[src/rtl/crop_pkg.sv]
package crop_pkg;

    localparam int REG_W  = 16;
    localparam int ADDR_W = 3;

    typedef enum logic [ADDR_W-1:0] {
        A_CTRL   = 3'd0,
        A_HSTART = 3'd1,
        A_HCNT   = 3'd2,
        A_VSTART = 3'd3,
        A_VCNT   = 3'd4,
        A_IRQLN  = 3'd5
    } reg_addr_e;

    typedef struct packed {
        logic fid_neg;
        logic hd_neg;
        logic vd_neg;
    } pol_t;

    typedef struct packed {
        logic             interlaced;
        logic             mem_en;
        logic             sync_en;
        logic [REG_W-1:0] hstart;
        logic [REG_W-1:0] hcnt_m1;
        logic [REG_W-1:0] vstart;
        logic [REG_W-1:0] vcnt_m1;
        logic [REG_W-1:0] irq_line;
    } win_cfg_t;

    // first line of the field window
    function automatic logic [REG_W-1:0] field_start(input logic [REG_W-1:0] vs,
                                                     input logic il);
        if (!il || vs == '0) return vs;
        return REG_W'(1) + ((vs - REG_W'(1)) >> 1);
    endfunction

    // field window length minus one
    function automatic logic [REG_W-1:0] field_cnt_m1(input logic [REG_W-1:0] c,
                                                      input logic il);
        logic [REG_W:0] t;
        if (!il) return c;
        if (c == '0) return '0;
        t = {1'b0, c} + (REG_W+1)'(1);
        return REG_W'((t >> 1) - (REG_W+1)'(1));
    endfunction

endpackage

[src/rtl/crop_cfg_regs.sv]
module crop_cfg_regs
    import crop_pkg::*;
(
    input  logic              clk,
    input  logic              rst,
    input  logic              we,
    input  logic [ADDR_W-1:0] addr,
    input  logic [REG_W-1:0]  wdata,
    output pol_t              pol,
    output win_cfg_t          wcfg
);

    always_ff @(posedge clk) begin
        if (rst) begin
            pol  <= '0;
            wcfg <= '0;
        end else if (we) begin
            case (reg_addr_e'(addr))
                A_CTRL: begin
                    wcfg.sync_en    <= wdata[0];
                    wcfg.mem_en     <= wdata[1];
                    pol.vd_neg      <= wdata[2];
                    pol.hd_neg      <= wdata[3];
                    pol.fid_neg     <= wdata[4];
                    wcfg.interlaced <= wdata[5];
                end
                A_HSTART: wcfg.hstart   <= wdata;
                A_HCNT:   wcfg.hcnt_m1  <= wdata;
                A_VSTART: wcfg.vstart   <= wdata;
                A_VCNT:   wcfg.vcnt_m1  <= wdata;
                A_IRQLN:  wcfg.irq_line <= wdata;
                default: ;
            endcase
        end
    end

endmodule

[src/rtl/crop_sync_edge.sv]
module crop_sync_edge #(
    parameter int NSYNC = 3
) (
    input  logic             clk,
    input  logic             rst,
    input  logic [NSYNC-1:0] raw,
    input  logic [NSYNC-1:0] neg,
    output logic [NSYNC-1:0] act,
    output logic [NSYNC-1:0] edge_o
);

    logic [NSYNC-1:0] prev_q;

    for (genvar i = 0; i < NSYNC; i++) begin : g_sync
        assign act[i]    = raw[i] ^ neg[i];
        assign edge_o[i] = act[i] & ~prev_q[i];

        always_ff @(posedge clk) begin
            if (rst) prev_q[i] <= 1'b0;
            else     prev_q[i] <= act[i];
        end

        // an edge is only seen after the corrected level was inactive
        assert_edge_once_R5: assert property (@(posedge clk) disable iff (rst)
            edge_o[i] |=> !edge_o[i]);
    end

endmodule

[src/rtl/crop_window_ctr.sv]
module crop_window_ctr
    import crop_pkg::*;
#(
    parameter int H_W   = 12,
    parameter int V_W   = 11,
    parameter int PIX_W = 10
) (
    input  logic             clk,
    input  logic             rst,
    input  win_cfg_t         wcfg,
    input  logic             hd_edge,
    input  logic             vd_edge,
    input  logic             fid_act,
    input  logic [PIX_W-1:0] pix_in,
    output logic [PIX_W-1:0] pix_out,
    output logic             pix_we,
    output logic             line_irq,
    output logic             fid_status
);

    localparam logic [H_W-1:0] H_MAX = {H_W{1'b1}};
    localparam logic [V_W-1:0] V_MAX = {V_W{1'b1}};
    localparam int EXT_W = REG_W + 1;

    logic [H_W-1:0]   h_q, h_now;
    logic [V_W-1:0]   v_q, v_now;
    logic [EXT_W-1:0] h_ext, v_ext, h_end, v_end, v_beg;
    logic [REG_W-1:0] eff_vs, eff_cm1;
    logic             h_in, v_in, win, irq_hit;

    always_comb begin
        if (hd_edge)             h_now = '0;
        else if (h_q != H_MAX)   h_now = h_q + H_W'(1);
        else                     h_now = h_q;

        if (vd_edge)                    v_now = '0;
        else if (hd_edge && v_q != V_MAX) v_now = v_q + V_W'(1);
        else                            v_now = v_q;
    end

    assign eff_vs  = field_start(wcfg.vstart, wcfg.interlaced);
    assign eff_cm1 = field_cnt_m1(wcfg.vcnt_m1, wcfg.interlaced);

    assign h_ext = EXT_W'(h_now);
    assign v_ext = EXT_W'(v_now);
    assign h_end = EXT_W'(wcfg.hstart) + EXT_W'(wcfg.hcnt_m1);
    assign v_beg = EXT_W'(eff_vs);
    assign v_end = v_beg + EXT_W'(eff_cm1);

    assign h_in = (h_now != H_MAX) && (h_ext >= EXT_W'(wcfg.hstart)) && (h_ext <= h_end);
    assign v_in = (v_now != V_MAX) && (v_ext >= v_beg) && (v_ext <= v_end);
    assign win  = wcfg.sync_en & wcfg.mem_en & h_in & v_in;

    assign irq_hit = wcfg.sync_en & (hd_edge | vd_edge) & (v_now != V_MAX) &
                     (v_ext == EXT_W'(wcfg.irq_line));

    always_ff @(posedge clk) begin
        if (rst) begin
            h_q        <= H_MAX;
            v_q        <= V_MAX;
            pix_we     <= 1'b0;
            line_irq   <= 1'b0;
            fid_status <= 1'b0;
            pix_out    <= '0;
        end else begin
            h_q      <= h_now;
            v_q      <= v_now;
            pix_we   <= win;
            line_irq <= irq_hit;
            pix_out  <= pix_in;
            if (vd_edge) fid_status <= fid_act;
        end
    end

    // a write-enable needs both enables in the sample's cycle
    assert_we_gated_R7: assert property (@(posedge clk) disable iff (rst)
        pix_we |-> $past(wcfg.sync_en && wcfg.mem_en));

    // the sample counter restarts on the HD edge
    assert_hcnt_zero_R2: assert property (@(posedge clk) disable iff (rst)
        hd_edge |=> (h_q == '0));

    // the line counter restarts on the VD edge, also when HD coincides
    assert_vcnt_zero_R3: assert property (@(posedge clk) disable iff (rst)
        vd_edge |=> (v_q == '0));

    // interrupt requires sync enable and is a single-cycle pulse
    assert_irq_gated_R8: assert property (@(posedge clk) disable iff (rst)
        line_irq |-> $past(wcfg.sync_en));
    assert_irq_pulse_R8: assert property (@(posedge clk) disable iff (rst)
        line_irq |=> !line_irq);

    // field status only moves after a VD edge
    assert_fid_hold_R9: assert property (@(posedge clk) disable iff (rst)
        !vd_edge |=> $stable(fid_status));

endmodule

[src/rtl/capture_window_crop.sv]
module capture_window_crop
    import crop_pkg::*;
#(
    parameter int H_W   = 12,
    parameter int V_W   = 11,
    parameter int PIX_W = 10
) (
    input  logic                 clk,
    input  logic                 rst,
    input  logic                 cfg_we,
    input  logic [ADDR_W-1:0]    cfg_addr,
    input  logic [REG_W-1:0]     cfg_wdata,
    input  logic                 vd_in,
    input  logic                 hd_in,
    input  logic                 fid_in,
    input  logic [PIX_W-1:0]     pix_in,
    output logic [PIX_W-1:0]     pix_out,
    output logic                 pix_we,
    output logic                 line_irq,
    output logic                 fid_status
);

    pol_t     pol;
    win_cfg_t wcfg;
    logic [2:0] act, edg;

    crop_cfg_regs u_regs (
        .clk   (clk),
        .rst   (rst),
        .we    (cfg_we),
        .addr  (cfg_addr),
        .wdata (cfg_wdata),
        .pol   (pol),
        .wcfg  (wcfg)
    );

    // index 0 VD, 1 HD, 2 field ID
    crop_sync_edge #(.NSYNC(3)) u_sync (
        .clk    (clk),
        .rst    (rst),
        .raw    ({fid_in, hd_in, vd_in}),
        .neg    ({pol.fid_neg, pol.hd_neg, pol.vd_neg}),
        .act    (act),
        .edge_o (edg)
    );

    crop_window_ctr #(.H_W(H_W), .V_W(V_W), .PIX_W(PIX_W)) u_ctr (
        .clk        (clk),
        .rst        (rst),
        .wcfg       (wcfg),
        .hd_edge    (edg[1]),
        .vd_edge    (edg[0]),
        .fid_act    (act[2]),
        .pix_in     (pix_in),
        .pix_out    (pix_out),
        .pix_we     (pix_we),
        .line_irq   (line_irq),
        .fid_status (fid_status)
    );

endmodule

[config.mk]
export PLATFORM = sky130hd
export DESIGN_NAME = capture_window_crop
export DESIGN_NICKNAME = d
export VERILOG_FILES = /design/src/rtl/crop_pkg.sv /design/src/rtl/crop_cfg_regs.sv /design/src/rtl/crop_sync_edge.sv /design/src/rtl/crop_window_ctr.sv /design/src/rtl/capture_window_crop.sv
export SDC_FILE = /design/constraint.sdc
export NUM_CORES = 1
export LEC_CHECK = 0
export ABC_AREA = 1
export BUFFER_PORTS_ARGS = -buffer_cell sky130_fd_sc_hd__buf_4
export CORE_UTILIZATION = 40
export DETAILED_ROUTE_END_ITERATION = 10
export PLACE_DENSITY = 0.53
export SLEW_MARGIN = 15
export SYNTH_ARGS = -nofsm -noshare
export SYNTH_HDL_FRONTEND = slang
export SYNTH_SLANG_ARGS = --single-unit
[constraint.sdc]
create_clock -name clk -period 10.05 [get_ports clk]
set_input_delay 1.005 -clock clk [delete_from_list [all_inputs] [get_ports clk]]
set_output_delay 1.005 -clock clk [all_outputs]
set_load 0.05 [all_outputs]
== Yosys cells after proc, flatten, opt, wreduce, memory -nomap -nowiden ==
Cells that the tools add are included.
Word-level totals
  input bits: 35
  flip-flop bits (word level): 124
  word-level logic and storage cells: 84
  output and inout bits: 13
Cells by class
  order comparisons: 4
  muxes and demuxes: 13
  equal/unequal tests: 10
  bitwise logic cells: 14
  $add $sub $neg: 8
  reduce and logical (&&, ||, !) cells: 16
Operators by type and width (number)
  $mux W16: 6
  $add A16 B16 Y17: 2
  $logic_not A16 Y1: 2
  $sub A16 B1 Y16 const B: 2
  $mux W12: 2
  $ne A12 B12 Y1 const B: 2
  $mux W11: 2
  $ne A11 B11 Y1 const B: 2
  $add A16 B1 Y17 const B: 1
  $le A11 B17 Y1: 1
  $le A12 B17 Y1: 1
  $add A1 B15 Y16 const A: 1
  $eq A11 B16 Y1: 1
  $ge A11 B16 Y1: 1
  $ge A12 B16 Y1: 1
  $add A12 B1 Y12 const B: 1
  $reduce_and A2 Y1: 6
  $add A11 B1 Y11 const B: 1
  $and A1 B1 Y1: 8
  $eq A3 B2 Y1 const B: 2
  $eq A3 B3 Y1 const B: 2
  $logic_and A1 B1 Y1: 5
  $eq A3 B1 Y1 const B: 1
  $logic_not A3 Y1: 1
  other kinds (6): 11

== Depth between registers and ports, before layout ==
  word-level depth: 9
  mapped depth: 35
  mapped depth without buffers: 33

== By module ==
Synthesis repeated with hierarchy kept, for this count alone.
Second synthesis, totals
  cell total of the unflattened synthesis: 1570
  area total of the unflattened synthesis: 9844.4 um^2
Modules (own cells, without submodules)
  crop_window_ctr: cells each 1045, instances 1, area an instance 6223.5 um^2, seq. area each 720.7 um^2
  crop_cfg_regs: cells each 498, instances 1, area an instance 3463.3 um^2, seq. area each 1721.7 um^2
  crop_sync_edge: cells each 27, instances 1, area an instance 157.7 um^2, seq. area each 60.1 um^2

== Worst setup path before layout ==
OpenSTA, ideal clock, no wires.
  kind: reg-to-reg
  from: reg, netlist name u_regs.wcfg[32]
  to: reg u_ctr.pix_we
  buffers on the path: 2
  data required time: 9938 ps
  setup slack: 5776 ps
  arrival: 4162 ps
  stages on the path, launching flop included: 34
  setup time: 112 ps
  clock period less this slack: 4274 ps
  cell sequence: dfxtp_1 > inv_1 > ha_1 > nand2_1 > nor2_2 > a21oi_2 > inv_1 > buf_2 > clkbuf_1 > o21ai_0 > fa_1 > nand3_1 > nand2_1 > nand2_1 > nand2_1 > a21oi_1 > o21ai_0 > nand2_1 > nand2_1 > nand2_1 > nand2_1 > nand2_1 > nand2_2 > xor2_1 > ha_1 > nand2_1 > o21ai_0 > o2111ai_1 > a21oi_2 > nand2_1 > nor2_1 > nand2_1 > nor2_1 > nor2_1
Between the ends
  cells in the longest elaborated chain, start to end: 8
  elaborated cells on any way between the ends: 13
  classes of those cells: 3 x add/sub; 2 x order compare; 3 x mux; 1 x bitwise; 4 x reduce/logical
RTL lines
  parallel branches: the longest is 3 deep, another holds $sub A16 B1 Y16
  $mux W16 *: RTL line crop_pkg.sv:36  | return REG_W'(1) + ((vs - REG_W'(1)) >> 1);
  $add A16 B16 Y17 / $ge A11 B16 Y1 (equally long branches): RTL line crop_window_ctr.sv:48, crop_window_ctr.sv:51
  $le A11 B17 Y1 / $logic_and A1 B1 Y1 (equally long branches): RTL line crop_window_ctr.sv:51  | assign v_in = (v_now != V_MAX) && (v_ext >= v_beg) && (v_ext <= v_end);
  $logic_and A1 B1 Y1 *: RTL line crop_window_ctr.sv:51
  $and A1 B1 Y1 *: RTL line crop_window_ctr.sv:52  | assign win = wcfg.sync_en & wcfg.mem_en & h_in & v_in;
  end signal: assignment: RTL line crop_window_ctr.sv:68  | pix_we <= win;
  end: declaration: RTL line crop_window_ctr.sv:16  | output logic pix_we,
Mark *: on every way between the ends. The select of a mux whose other input is x is not followed.
A chain may end at the register's enable or synchronous reset.

== Final worst setup path ==
  from: reg, netlist name u_regs.wcfg[82]
  to: reg u_ctr.pix_we
Between the ends
  cells in the longest elaborated chain, start to end: 8
  elaborated cells on any way between the ends: 11
  classes of those cells: 1 x add/sub; 2 x order compare; 3 x mux; 1 x bitwise; 4 x reduce/logical
RTL lines
  $logic_not A1 Y1: RTL line crop_pkg.sv:35  | if (!il || vs == '0) return vs;
  $logic_or A1 B1 Y1: RTL line crop_pkg.sv:35
  $mux W1: RTL line crop_pkg.sv:35
  $mux W16: RTL line crop_pkg.sv:36
  $add A16 B16 Y17 / $ge A11 B16 Y1 (equally long branches): RTL line crop_window_ctr.sv:48, crop_window_ctr.sv:51
  $le A11 B17 Y1 / $logic_and A1 B1 Y1 (equally long branches): RTL line crop_window_ctr.sv:51
  $logic_and A1 B1 Y1 *: RTL line crop_window_ctr.sv:51
  $and A1 B1 Y1 *: RTL line crop_window_ctr.sv:52
Every way passes the cells marked *; elsewhere a longest branch is shown, timed or not.

==> run summary <==
top cells by area, synth - dfxtp_1 27%, ha_1 11%, nand2_1 10%
total CTS buffers - 17
Core Region - 22600 sq um
status - complete, no violations
Routed WL per cell - 15.3 um
Synth-to-Final Area Change - 13.2%
Post-DP HPWL - 20500 um
type of the most critical hold path - reg -> reg
final slew viol count - 0
die height - 153 um
Worst VDD drop - 0.000111 V
worst skew pair latency - 0.42 ns
count leader, synth - nand2_1
initial cell density of the core - 0.406
Least-Margin Pin Slew - 1.05 ns
syn_nets - 1523
reg2reg setup slack - 4.93 ns
area of the multi-input gates - 5770 sq um
# Post-CTS Setup Buffers - 0
via count - 8828
Detailed Routing Iterations Pass 1 - 5
crit share post-route - 0.509
Syn Inst Count - 1405
largest net degree at the start of global routing - 67
Crit-path slowest cell - dfxtp_1
antenna violations before repair - 0
Crit path largest cell delay - 0.65 ns
largest area contributor in the netlist - dfxtp_1
startpoint types - flop
Max clock buf depth - 2
GR Overflow Total - 0
Slew headroom - 0.299
register area - 2480 sq um
Leak - 4.91 nW
number of synthesized flops with an enable pin - 0
GRT Overall Usage - 0.234
WP data required - 10.37 ns
most frequent CP cell - nand2_1
worst clock skew - 0.00808 ns
DR iter-0 viols - 522
Routed Antenna Nets - 0
Final Setup Violations - 0
post-CTS resize count - 0
Rows - 55
commonest cells in the netlist - 256 x nand2_1, 205 x inv_1, 176 x nor2_1
mean post-synth cell area - 6.52 sq um
Reg clk slew, reported paths - 0.06 ns
Fmax - 0.195 GHz
hold buffers post-CTS - 0
clock root cell - clkbuf_16
first-pass GRT wire length - 42800 um
Crit Path Max Fanout - 21
Netlist Area Pre-Place - 9160 sq um
DR vias/cell - 5.08
synth warn - 0
RSZ-0062 raised after global routing - false
Routed WL - 26600 um
final period demand of the worst path - 5.12 ns
kind of critical path - reg -> reg
Core Util, Final - 0.459
filler cell count - 2363
#FFs+latches synth - 124
Critical Path AT - 5.44 ns
Clock Sinks - 124
Synth cell types - 46
port bufs - 47
die area - 23500 sq um
CTS tree - yes
Async SR Flop Fraction - 0
Horiz. Die Dim - 153 um
placer congestion estimate - 0.874
max cap viols - 0
Synth Flop Type - dfxtp_1
# DRC - 0
n_diodes - 0
sequential share of the synthesized area - 0.271
I/O pin count - 48
share of layout cells above drive strength 1 - 0.0881
htree depth - 4
crit end category - flop
Pwr Density - 157 nW/um^2
Synth top area share - 0.271
vias in the first global route - 8069
Fin. Hold Viols - 0
# nets final - 1558
TNS Setup - 0 ns
==> cell type report <==
class / instances / share of cell area
timing repair buffer: 49 / 0.0355
clock inverter: 14 / 0.0176
sequential: 124 / 0.239
tap: 285 / 0.0344
multi-input combinational: 1040 / 0.556
inverter: 208 / 0.0753
clock buffer: 18 / 0.0414
==> where the power goes <==
part | internal (mW) | switching [mW] | leakage (nW)
Sequential | 0.519 | 0.0220 | 1.02
Clock | 0.395 | 0.257 | 0.289
Combinational | 0.152 | 0.281 | 3.60
Total | 1.07 | 0.560 | 4.91
==> path summary, 6_finish.rpt <==
check | startpoint | end | depth (start not counted)
worst min register to register | u_regs.wcfg[11] | u_regs.wcfg[11] | 2
worst max-delay path | u_regs.wcfg[82] | u_ctr.pix_we | 29
worst min-delay path | u_regs.wcfg[11] | u_regs.wcfg[11] | 2
worst max register to register | u_regs.wcfg[82] | u_ctr.pix_we | 29
==> cells by family after synthesis <==
| kind of cell | synth area share |
|---|---|
| AOI/OAI and AO/OA | 0.174 |
| xor gates and xnor gates | 0.0516 |
| adders and majority gates | 0.116 |
| buffers and inverters | 0.0994 |
| DFF | 0.271 |
| and+or+nand+nor | 0.287 |
==> metrics by stage <==
step / instances / area (sq um) / power [mW] / worst slack, ns / hold WS (ns)
final: 1738 / 10400 / 1.63 / 4.93 / 0.455
after global routing: 1738 / 10400 / 1.73 / 4.33 / 0.481
after CTS: 1738 / 10400 / 1.64 / 4.94 / 0.459
after detailed placement: 1706 / 9760 / 0.983 / 4.97 / 0.450
after global placement: 1706 / 9760 / 0.983 / 5.00 / 0.440
after floorplan: 1405 / 9160 / 0.865 / 5.78 / 0.429
==> metal layers <==
layer	wire (um)	GRT usage	up-vias
met5	0	0	-
met4	208	0.0424	0
met3	1150	0.0442	18
met2	10900	0.345	154
met1	14400	0.351	3971
li1	-	-	4685
==> worst max-delay path, delay by kind of cell, from the launching register on <==
kind                       cells  cell delay, ns
xor gates and xnor gates       1            0.14
AOI/OAI and AO/OA              7            1.51
DFF                            1            0.65
adders and majority gates      2            0.81
buffers and inverters          2            0.72
and+or+nand+nor               17            1.18
==> flip-flops by register name, summed over array words and instances (netlist names) <==
signal / cells
u_ctr.v_q: 11
u_sync.prev_q: 2
u_ctr.fid_status: 1
u_regs.pol: 3
u_ctr.pix_out: 10
u_ctr.h_q: 12
u_ctr.pix_we: 1
u_regs.wcfg: 83
u_ctr.line_irq: 1
==> cell usage in the layout, fill, tap and decap left out, drive strengths merged, types with 14 or more instances in the layout <==
cell type / synthesis / final
dfxtp: 124 / 124
nand3: 69 / 69
nor3: 18 / 18
nor2: 190 / 190
ha: 81 / 81
clkbuf: 30 / 18
nand4: 31 / 31
nand2: 272 / 272
xnor2: 14 / 14
a21oi: 117 / 117
xor2: 40 / 40
o21ai: 148 / 148
inv: 208 / 213
buf: 3 / 49
No activity file was read; power rests on OpenSTA's default activity.
